===== config.mk =====
export PLATFORM = sky130hd
export DESIGN_NAME = seg_fetch_queue
export DESIGN_NICKNAME = d
export VERILOG_FILES = /design/src/rtl/pf_pkg.sv /design/src/rtl/pf_addr_gen.sv /design/src/rtl/pf_byte_queue.sv /design/src/rtl/pf_fetch_ctrl.sv /design/src/rtl/seg_fetch_queue.sv
export SDC_FILE = /design/constraint.sdc
export NUM_CORES = 1
export LEC_CHECK = 0
export BUFFER_PORTS_ARGS = -buffer_cell sky130_fd_sc_hd__buf_4
export CAP_MARGIN = 30
export CORE_MARGIN = 5
export CORE_UTILIZATION = 53
export DETAILED_ROUTE_END_ITERATION = 16
export PLACE_DENSITY = 0.77
export SYNTH_ARGS = -nofsm -noshare
export SYNTH_HDL_FRONTEND = slang
export SYNTH_HIERARCHICAL = 1
export SYNTH_SLANG_ARGS = --single-unit

===== constraint.sdc =====
create_clock -name clk -period 3.3 [get_ports clk]
set_clock_uncertainty 0.2 [all_clocks]
set_input_delay 0.495 -clock clk [delete_from_list [all_inputs] [get_ports clk]]
set_output_delay 0.495 -clock clk [all_outputs]
set_load 0.01 [all_outputs]

===== src/rtl/pf_pkg.sv =====
package pf_pkg;
  localparam int SEG_W = 16;
  localparam int OFF_W = 16;
  localparam int SEG_SHIFT = 4;
  localparam int PA_W = 20;

  // queue size tied to the read width
  function automatic int queue_depth(input int bus_bytes);
    return (bus_bytes == 2) ? 6 : 4;
  endfunction
endpackage


===== src/rtl/pf_addr_gen.sv =====
module pf_addr_gen #(
  parameter int SEG_W = 16,
  parameter int OFF_W = 16,
  parameter int SHIFT = 4,
  parameter int PA_W = 20
) (
  input  logic [SEG_W-1:0] seg_i,
  input  logic [OFF_W-1:0] off_i,
  output logic [PA_W-1:0]  pa_o
);
  localparam int BASE_W = SEG_W + SHIFT;
  localparam int SUM_W = ((BASE_W > OFF_W) ? BASE_W : OFF_W) + 1;

  logic [SUM_W-1:0] sum;

  assign sum = SUM_W'({seg_i, {SHIFT{1'b0}}}) + SUM_W'(off_i);
  assign pa_o = sum[PA_W-1:0];
endmodule


===== src/rtl/pf_byte_queue.sv =====
module pf_byte_queue #(
  parameter int DEPTH = 6,
  parameter int LANES = 2
) (
  input  logic                        clk,
  input  logic                        rst,
  input  logic                        clr_i,
  input  logic [$clog2(LANES+1)-1:0]  wr_cnt_i,
  input  logic [LANES*8-1:0]          wr_data_i,
  input  logic                        pop_i,
  output logic                        rd_valid_o,
  output logic [7:0]                  rd_data_o,
  output logic [$clog2(DEPTH+1)-1:0]  count_o
);
  localparam int PW = $clog2(DEPTH);
  localparam int CW = $clog2(DEPTH+1);

  logic [7:0]    mem_q [DEPTH];
  logic [PW-1:0] wr_ptr_q, rd_ptr_q;
  logic [CW-1:0] count_q;

  function automatic logic [PW-1:0] ptr_add(input logic [PW-1:0] p, input int n);
    int s;
    s = int'(p) + n;
    if (s >= DEPTH) s = s - DEPTH;
    return PW'(s);
  endfunction

  // storage: no reset, so it can map onto distributed RAM
  always_ff @(posedge clk) begin
    if (!clr_i) begin
      for (int l = 0; l < LANES; l++) begin
        if (int'(wr_cnt_i) > l) mem_q[ptr_add(wr_ptr_q, l)] <= wr_data_i[l*8 +: 8];
      end
    end
  end

  always_ff @(posedge clk) begin
    if (rst || clr_i) begin
      wr_ptr_q <= '0;
      rd_ptr_q <= '0;
      count_q  <= '0;
    end else begin
      wr_ptr_q <= ptr_add(wr_ptr_q, int'(wr_cnt_i));
      if (pop_i) rd_ptr_q <= ptr_add(rd_ptr_q, 1);
      count_q <= count_q + CW'(wr_cnt_i) - CW'(pop_i);
    end
  end

  assign rd_valid_o = (count_q != '0);
  assign rd_data_o  = mem_q[rd_ptr_q];
  assign count_o    = count_q;


  no_overflow_chk: assert property (@(posedge clk) disable iff (rst)
    (int'(count_q) + int'(wr_cnt_i) - int'(pop_i)) <= DEPTH);
endmodule


===== src/rtl/pf_fetch_ctrl.sv =====
module pf_fetch_ctrl #(
  parameter int BUS_BYTES = 2,
  parameter int DEPTH = 6,
  parameter int SEG_W = 16,
  parameter int OFF_W = 16,
  parameter int PA_W = 20,
  parameter logic [SEG_W-1:0] RESET_SEG = '1,
  parameter logic [OFF_W-1:0] RESET_OFF = '0
) (
  input  logic                            clk,
  input  logic                            rst,
  input  logic                            flush_i,
  input  logic [SEG_W-1:0]                flush_seg_i,
  input  logic [OFF_W-1:0]                flush_off_i,
  input  logic [PA_W-1:0]                 pa_i,
  output logic [SEG_W-1:0]                seg_o,
  output logic [OFF_W-1:0]                off_o,
  input  logic [$clog2(DEPTH+1)-1:0]      q_count_i,
  output logic                            mem_req_o,
  output logic [PA_W-1:0]                 mem_addr_o,
  input  logic                            mem_ack_i,
  input  logic [BUS_BYTES*8-1:0]          mem_rdata_i,
  output logic [$clog2(BUS_BYTES+1)-1:0]  wr_cnt_o,
  output logic [BUS_BYTES*8-1:0]          wr_data_o
);
  localparam int NW = $clog2(BUS_BYTES+1);

  logic              busy_q, drop_q;
  logic [PA_W-1:0]   addr_q;
  logic [SEG_W-1:0]  seg_q;
  logic [OFF_W-1:0]  off_q;
  logic [NW-1:0]     take_n;
  logic [BUS_BYTES*8-1:0] take_data;
  logic              land, keep, room, issue;

  generate
    if (BUS_BYTES == 2) begin : g_word
      always_comb begin
        if (addr_q[0]) begin
          take_n    = NW'(1);
          take_data = {8'h00, mem_rdata_i[15:8]};
        end else begin
          take_n    = NW'(2);
          take_data = mem_rdata_i;
        end
      end
    end else begin : g_byte
      always_comb begin
        take_n    = NW'(1);
        take_data = mem_rdata_i;
      end
    end
  endgenerate

  assign land  = busy_q && mem_ack_i;
  assign keep  = land && !drop_q && !flush_i;
  assign room  = (DEPTH - int'(q_count_i)) >= BUS_BYTES;
  assign issue = !busy_q && !flush_i && room;

  always_ff @(posedge clk) begin
    if (rst) begin
      busy_q <= 1'b0;
      drop_q <= 1'b0;
      addr_q <= '0;
      seg_q  <= RESET_SEG;
      off_q  <= RESET_OFF;
    end else if (flush_i) begin
      seg_q  <= flush_seg_i;
      off_q  <= flush_off_i;
      busy_q <= busy_q && !mem_ack_i;
      drop_q <= busy_q && !mem_ack_i;
    end else if (land) begin
      busy_q <= 1'b0;
      drop_q <= 1'b0;
      if (!drop_q) off_q <= off_q + OFF_W'(take_n);
    end else if (issue) begin
      busy_q <= 1'b1;
      addr_q <= pa_i;
    end
  end

  assign seg_o      = seg_q;
  assign off_o      = off_q;
  assign mem_req_o  = busy_q;
  assign mem_addr_o = addr_q;
  assign wr_cnt_o   = keep ? take_n : '0;
  assign wr_data_o  = take_data;


  addr_hold_chk: assert property (@(posedge clk) disable iff (rst)
    (busy_q && !mem_ack_i) |=> (busy_q && $stable(mem_addr_o)));


  issue_room_chk: assert property (@(posedge clk) disable iff (rst)
    $rose(busy_q) |-> ((DEPTH - int'($past(q_count_i))) >= BUS_BYTES));
endmodule


===== src/rtl/seg_fetch_queue.sv =====
module seg_fetch_queue
  import pf_pkg::*;
#(
  parameter int BUS_BYTES = 2,
  parameter logic [SEG_W-1:0] RESET_SEG = 16'hFFFF,
  parameter logic [OFF_W-1:0] RESET_OFF = 16'h0000
) (
  input  logic                    clk,
  input  logic                    rst,
  input  logic                    flush_i,
  input  logic [SEG_W-1:0]        flush_seg_i,
  input  logic [OFF_W-1:0]        flush_off_i,
  output logic                    mem_req_o,
  output logic [PA_W-1:0]         mem_addr_o,
  input  logic                    mem_ack_i,
  input  logic [BUS_BYTES*8-1:0]  mem_rdata_i,
  output logic                    byte_valid_o,
  output logic [7:0]              byte_data_o,
  input  logic                    byte_ready_i
);
  localparam int DEPTH = queue_depth(BUS_BYTES);
  localparam int CW = $clog2(DEPTH+1);
  localparam int NW = $clog2(BUS_BYTES+1);

  logic [SEG_W-1:0]       cur_seg;
  logic [OFF_W-1:0]       cur_off;
  logic [PA_W-1:0]        cur_pa;
  logic [CW-1:0]          q_count;
  logic [NW-1:0]          wr_cnt;
  logic [BUS_BYTES*8-1:0] wr_data;
  logic                   pop;

  pf_addr_gen #(
    .SEG_W(SEG_W), .OFF_W(OFF_W), .SHIFT(SEG_SHIFT), .PA_W(PA_W)
  ) u_addr (
    .seg_i(cur_seg), .off_i(cur_off), .pa_o(cur_pa)
  );

  pf_fetch_ctrl #(
    .BUS_BYTES(BUS_BYTES), .DEPTH(DEPTH), .SEG_W(SEG_W), .OFF_W(OFF_W),
    .PA_W(PA_W), .RESET_SEG(RESET_SEG), .RESET_OFF(RESET_OFF)
  ) u_ctrl (
    .clk(clk), .rst(rst), .flush_i(flush_i),
    .flush_seg_i(flush_seg_i), .flush_off_i(flush_off_i),
    .pa_i(cur_pa), .seg_o(cur_seg), .off_o(cur_off),
    .q_count_i(q_count),
    .mem_req_o(mem_req_o), .mem_addr_o(mem_addr_o),
    .mem_ack_i(mem_ack_i), .mem_rdata_i(mem_rdata_i),
    .wr_cnt_o(wr_cnt), .wr_data_o(wr_data)
  );

  pf_byte_queue #(
    .DEPTH(DEPTH), .LANES(BUS_BYTES)
  ) u_queue (
    .clk(clk), .rst(rst), .clr_i(flush_i),
    .wr_cnt_i(wr_cnt), .wr_data_i(wr_data), .pop_i(pop),
    .rd_valid_o(byte_valid_o), .rd_data_o(byte_data_o), .count_o(q_count)
  );

  assign pop = byte_valid_o && byte_ready_i && !flush_i;


  flush_clear_chk: assert property (@(posedge clk) disable iff (rst)
    flush_i |=> !byte_valid_o);


  empty_hold_chk: assert property (@(posedge clk) disable iff (rst)
    (!byte_valid_o && !mem_ack_i) |=> !byte_valid_o);
endmodule


==> flow_summary.ini, run 1 <==
[clock_tree]
clk_latency_ps = 420
cts_resized = 0
clkTransAtPathRegs_ps = 60
htreeDepth = 4
cts_tree = built
post-cts-setup-buffers = 0
root_buffer = clkbuf_16
cts.sinks = 114
ctsLongestPathBuffers = 2
numCtsBuffers = 17
cts_hold_buf = 0

[yosys]
syn_avg_cell_area_um2 = 10.7
synth_edf_count = 48
synth_nets = 710
synthDistinctLibCells = 73
yosysWarnings = 6
synth_area_um2 = 6720
ys.flop_type = dfxtp_1
ys_ff_latch = 114
yosysSeqAreaShare_pct = 41.1
syn_inst = 627
synthArstFlopShare_pct = 0

[worst_setup_path]
crit_slowest_cell = dfxtp_1
crit_family = compound AO/OA/AOI/OAI gates
crit_path_end_kind = flop
critical_path_class = reg -> reg
cp.arrival_ps = 2800
path_buf_inv = 2
critical_path.max_stage_delay_ps = 500
required_ps = 3180
path_max_fanout = 9
path_cells = inv_1 > ha_1 > and4b_1 > a211oi_2 > nor3_4 > buf_4 > o21bai_1
startpoint_type = flop

[die]
num_rows = 41
die_x_um = 123
die_h_um = 123
die_area_um2 = 15000
start_util_pct = 53.7
ioPinCount = 83
coreArea_um2 = 12500

[flow_run]
maxCapViolCount = 0

[sta]
final.setup.tns_ps = 0
setup_viol = 0
fin_crit_ps = 2930
max-slew-margin-rel_pct = 45.9
final-max-slew-violation-count = 0
fmax_mhz = 342
period_share_pct = 88.7
rsz0062_at_grt = false
hold_violations = 0
tightest_slew_ps = 810

[placed_design]
gp_congestion = 0.854
place_hpwl_um = 11800
io_buffers = 82
place_area_um2 = 7500

[power]
p_leak_nw = 3.26
vdd_drop_max_mv = 0.351
powerDensity_nw_per_um2 = 507

[final_layout]
final_common_cell = buf_4
fillCellCount = 1014
drive_above_1_share_pct = 29.9
fin_area_um2 = 8110
fin_nets = 790
area_growth_pct = 20.6
layout_common_cells = buf_4 (96), dfxtp_1 (66), mux2_2 (56)
antenna_cells = 0

[route]
wire_per_inst_um = 18.5
drt-initial-drc-count = 377
routed_via_density = 5.78
dr.pass1.iters = 5
post-route-drc-count = 0
wl_um = 16500
num_vias = 5152
postRouteAntennaNets = 0

[worst_hold_path]
worstHoldPathType = in -> reg

[grt]
grt_pass1_wl_um = 26300
track_usage_pct = 22.8
grt_max_degree = 66
grt-ovfl-total = 0
grt_pass1_vias = 5291
grt_antenna_before_repair = 0

[outcome]
status = finished, final reports clean
synthesized netlist by cell type (8+ instances only):
| cell | n | share of area (%) |
|---|---|---|
| nor2_1 | 54 | 3.0 |
| mux2i_1 | 32 | 4.8 |
| ha_1 | 26 | 4.8 |
| clkbuf_1 | 13 | 0.73 |
| dfxtp_1 | 66 | 20 |
| edfxtp_1 | 48 | 21 |
| mux2_2 | 56 | 9.4 |
| mux4_2 | 8 | 2.7 |
| nor2b_1 | 28 | 2.6 |
| o21a_1 | 8 | 0.89 |
| inv_1 | 32 | 1.8 |
| nand2_1 | 21 | 1.2 |
| nor3_1 | 9 | 0.67 |
| or3_1 | 9 | 0.84 |
| o21ai_0 | 9 | 0.67 |
| nand3_1 | 10 | 0.74 |
| a21oi_1 | 32 | 2.4 |
| buf_2 | 10 | 0.74 |
| xnor2_1 | 15 | 2.0 |
| a211o_1 | 16 | 2.1 |
| xor2_1 | 9 | 1.2 |
through the flow:
step           cells  hold WS, ps  power [mW]  utilization (%)  setup slack (ps)
5_1_grt          892         64.4        4.28             64.8               235
3_3_place_gp     860          276        2.22             59.9               373
6_report         892         83.4        4.11             64.8               373
2_1_floorplan    627          294        2.04                -               169
3_5_place_dp     860          289        2.25             59.9               220
4_1_cts          892         66.5        4.14             64.8               380
path summary, 6_finish.rpt:
path | depth (start not counted) | slack (ps) | start | end
max | 7 | 370 | u_queue/wr_ptr_q[0] | u_queue/mem_q[5][1]
min reg2reg | 2 | 300 | u_ctrl/mem_addr_o[14] | u_ctrl/mem_addr_o[14]
min | 2 | 80 | flush_seg_i[5] | u_ctrl/seg_o[5]
max reg2reg | 7 | 370 | u_queue/wr_ptr_q[0] | u_queue/mem_q[5][1]
state kept, by name (all words and copies together) (netlist names), named ones only:
register / flops
u_queue/mem_q: 48
u_ctrl/off_o: 16
u_ctrl/drop_q: 1
u_ctrl/mem_req_o: 1
u_queue/count_o: 3
u_ctrl/seg_o: 16
u_queue/rd_ptr_q: 3
u_ctrl/mem_addr_o: 20
u_queue/wr_ptr_q: 3
where the power goes:
group          internal (mW)  switching, mW
sequential              1.54         0.0523
clock                   1.19          0.690
combinational          0.307          0.333
layout make-up:
type                            count  area [um2]  share of cell area, %
Inverter                           33         124                   1.53
Multi-Input combinational cell    445        3680                   45.3
Clock inverter                     15         184                   2.27
Tap cell                          172         215                   2.65
Timing Repair Buffer               96         721                   8.89
Clock buffer                       17         425                   5.25
Sequential cell                   114        2760                   34.1
metal layers:
| layer | share of wire (%) | vias to the layer above | global-route usage (%) | routed length (um) |
|---|---|---|---|---|
| li1 | - | 2471 | - | - |
| met1 | 40 | 2504 | 26.6 | 6650 |
| met2 | 53 | 152 | 40.6 | 8690 |
| met3 | 5.2 | 25 | 5.35 | 851 |
| met4 | 2.0 | 0 | 8.33 | 325 |
| met5 | 0 | - | 0 | 0 |
kinds of logic after synthesis:
group	synth area share, %
adder cells (fa/ha/maj)	6.03
XOR/XNOR	3.13
buffers and inverters	4.34
AO/OA/AOI/OAI	12.9
flip-flops	41.1
AND/OR/NAND/NOR	15.2
multiplexers	17.3
Power figures use the tool's default switching activity.
==> run 2, diff against run 1 <==
Settings changed: BUFFER_PORTS_ARGS -buffer_cell sky130_fd_sc_hd__buf_4 to not set, CORE_UTILIZATION 53 to 60, DONT_BUFFER_PORTS set to 1, PLACE_DENSITY 0.77 to 0.76.
Clock period 3.3 ns to 2.9 ns, I/O delays scaled along.
==> flow_summary.ini, run 2 (synthesis results as in run 1) <==
[outcome]
status = finished, final reports clean

[worst_hold_path]
min_to = u_ctrl/off_o[5]
worstHoldPathType = in -> reg
whs_path_depth = 3
hp-start = flush_off_i[5]

[final_layout]
antenna_cells = 0
top_register = u_queue/mem_q
fillCellCount = 730
multi_input_area_um2 = 3690
final-seq-area_um2 = 2760
layout_common_cells = dfxtp_1 (66), mux2_2 (56), nor2_1 (54)
largest_reg_flops = 48
area_growth_pct = 17.3
final_common_cell = dfxtp_1
fin_util_pct = 72.4
drive_above_1_share_pct = 20.0
fin_area_um2 = 7880
fin_nets = 747

[placed_design]
dp_slack_ps = 142
io_buffers = 0
gp_congestion = 0.847
place_hpwl_um = 10900
place_area_um2 = 6870

[power]
powerDensity_nw_per_um2 = 588
intPower_mw = 3.51
p_sw_share_pct = 24.3
combPwrFrac_pct = 13.7
vdd_drop_max_mv = 0.415
p_seq_share_pct = 39.4
p_leak_nw = 3.04
power.switching_mw = 1.12
clkPwrFrac_pct = 46.8

[route]
routed_via_density = 6.16
num_vias = 5023
wl_um = 15700
drt-initial-drc-count = 269
post-route-drc-count = 0
postRouteAntennaNets = 0
wire_per_inst_um = 19.3
dr.pass1.iters = 4

[grt]
grt_max_degree = 57
grt_antenna_before_repair = 0
grt_pass1_vias = 5116
track_usage_pct = 24.6
grt-ovfl-total = 0
grt_pass1_wl_um = 25900

[worst_setup_path]
critical_path_class = reg -> reg
r2r-start = u_queue/wr_ptr_q[0]
required_ps = 2830
startpoint_type = flop
worstReg2RegEnd = u_queue/mem_q[2][4]
crit_start = u_queue/wr_ptr_q[0]
ff2ff_setup_slack_ps = 120
crit_path_end_kind = flop
cp.arrival_ps = 2710
reg2regPathDepth = 6
path_max_fanout = 9

[clock_tree]
cts_resized = 0
root_buffer = clkbuf_8
cts.sinks = 114
htreeDepth = 4
cts_tree = built
ctsLongestPathBuffers = 2
clkTransAtPathRegs_ps = 60
numCtsBuffers = 17
clk_latency_ps = 510

[die]
die_area_um2 = 13400
start_util_pct = 61.7
num_rows = 38
die_x_um = 116
die_h_um = 116
coreArea_um2 = 10900
ioPinCount = 83

[sta]
setup_viol = 0
tightest_slew_ps = 908
layout_setup_ws_ps = 124
period_share_pct = 95.7
hold_violations = 0
final-max-slew-violation-count = 0
fmax_mhz = 360
max-slew-margin-rel_pct = 39.3
fin_crit_ps = 2780

[flow_run]
maxCapViolCount = 0
-- run 2: worst max path at each step --
| stage | cells after the start | slack (ps) | end |
|---|---|---|---|
| 2_1_floorplan | 7 | -90 | u_queue/mem_q[1][0] |
| 3_3_place_gp | 6 | 250 | u_queue/mem_q[2][5] |
| 3_5_place_dp | 7 | 140 | u_queue/mem_q[1][5] |
| 4_1_cts | 7 | 120 | u_queue/mem_q[1][1] |
| 5_1_grt | 6 | -10 | u_queue/mem_q[2][1] |
| 6_report | 6 | 120 | u_queue/mem_q[2][4] |
-- run 2: worst max-delay path, cell delays in order (launching register included) --
cell and delay [ps]:
dfxtp_1 490, inv_1 120, ha_1 420, a21bo_2 240, a41o_1 210, nor2b_1 260
o21bai_1 460
-- run 2: metrics by stage --
stage / hold slack (ps) / power, mW / std cells / setup TNS (ps)
after floorplan: 294 / 2.32 / 627 / -1890
final: 17.2 / 4.64 / 816 / 0
after CTS: 0.435 / 4.65 / 815 / 0
after global placement: 307 / 2.39 / 748 / 0
after global routing: 13.7 / 4.82 / 816 / -64.6
after detailed placement: 317 / 2.42 / 748 / 0
-- run 2: layout make-up --
class | instances | area share, %
Multi-Input combinational cell | 445 | 46.8
Sequential cell | 114 | 35.1
Timing Repair Buffer | 53 | 6.60
Clock buffer | 18 | 5.30
Clock inverter | 13 | 2.43
Tap cell | 140 | 2.22
Inverter | 33 | 1.57
-- run 2: repair_timing --
| action | 4_1_cts | 5_1_grt |
|---|---|---|
| setup endpoints to repair | 0 | 17 |
| endpoints found under the hold margin | 54 | 0 |
| buffers inserted | 0 | 1 |
| hold buffers | 36 | 0 |
-- run 2: per-layer routing --
| layer | track usage [%] | share of wire [%] | up-vias | wire (um) |
|---|---|---|---|---|
| met4 | 9.13 | 2.0 | 0 | 319 |
| met5 | 0 | 0 | - | 0 |
| met3 | 4.96 | 5.0 | 28 | 791 |
| met1 | 28.9 | 40 | 2444 | 6290 |
| met2 | 44.5 | 53 | 171 | 8320 |
| li1 | - | - | 2380 | - |
-- run 2: power groups by stage --
| stage | Clock (mW) | Sequential [mW] | Combinational, mW |
|---|---|---|---|
| after floorplan | 0 | 1.84 | 0.481 |
| after global placement | 0 | 1.86 | 0.534 |
| after global routing | 2.28 | 1.84 | 0.701 |
| after CTS | 2.19 | 1.83 | 0.631 |
| after detailed placement | 0 | 1.86 | 0.554 |
| final | 2.17 | 1.83 | 0.637 |
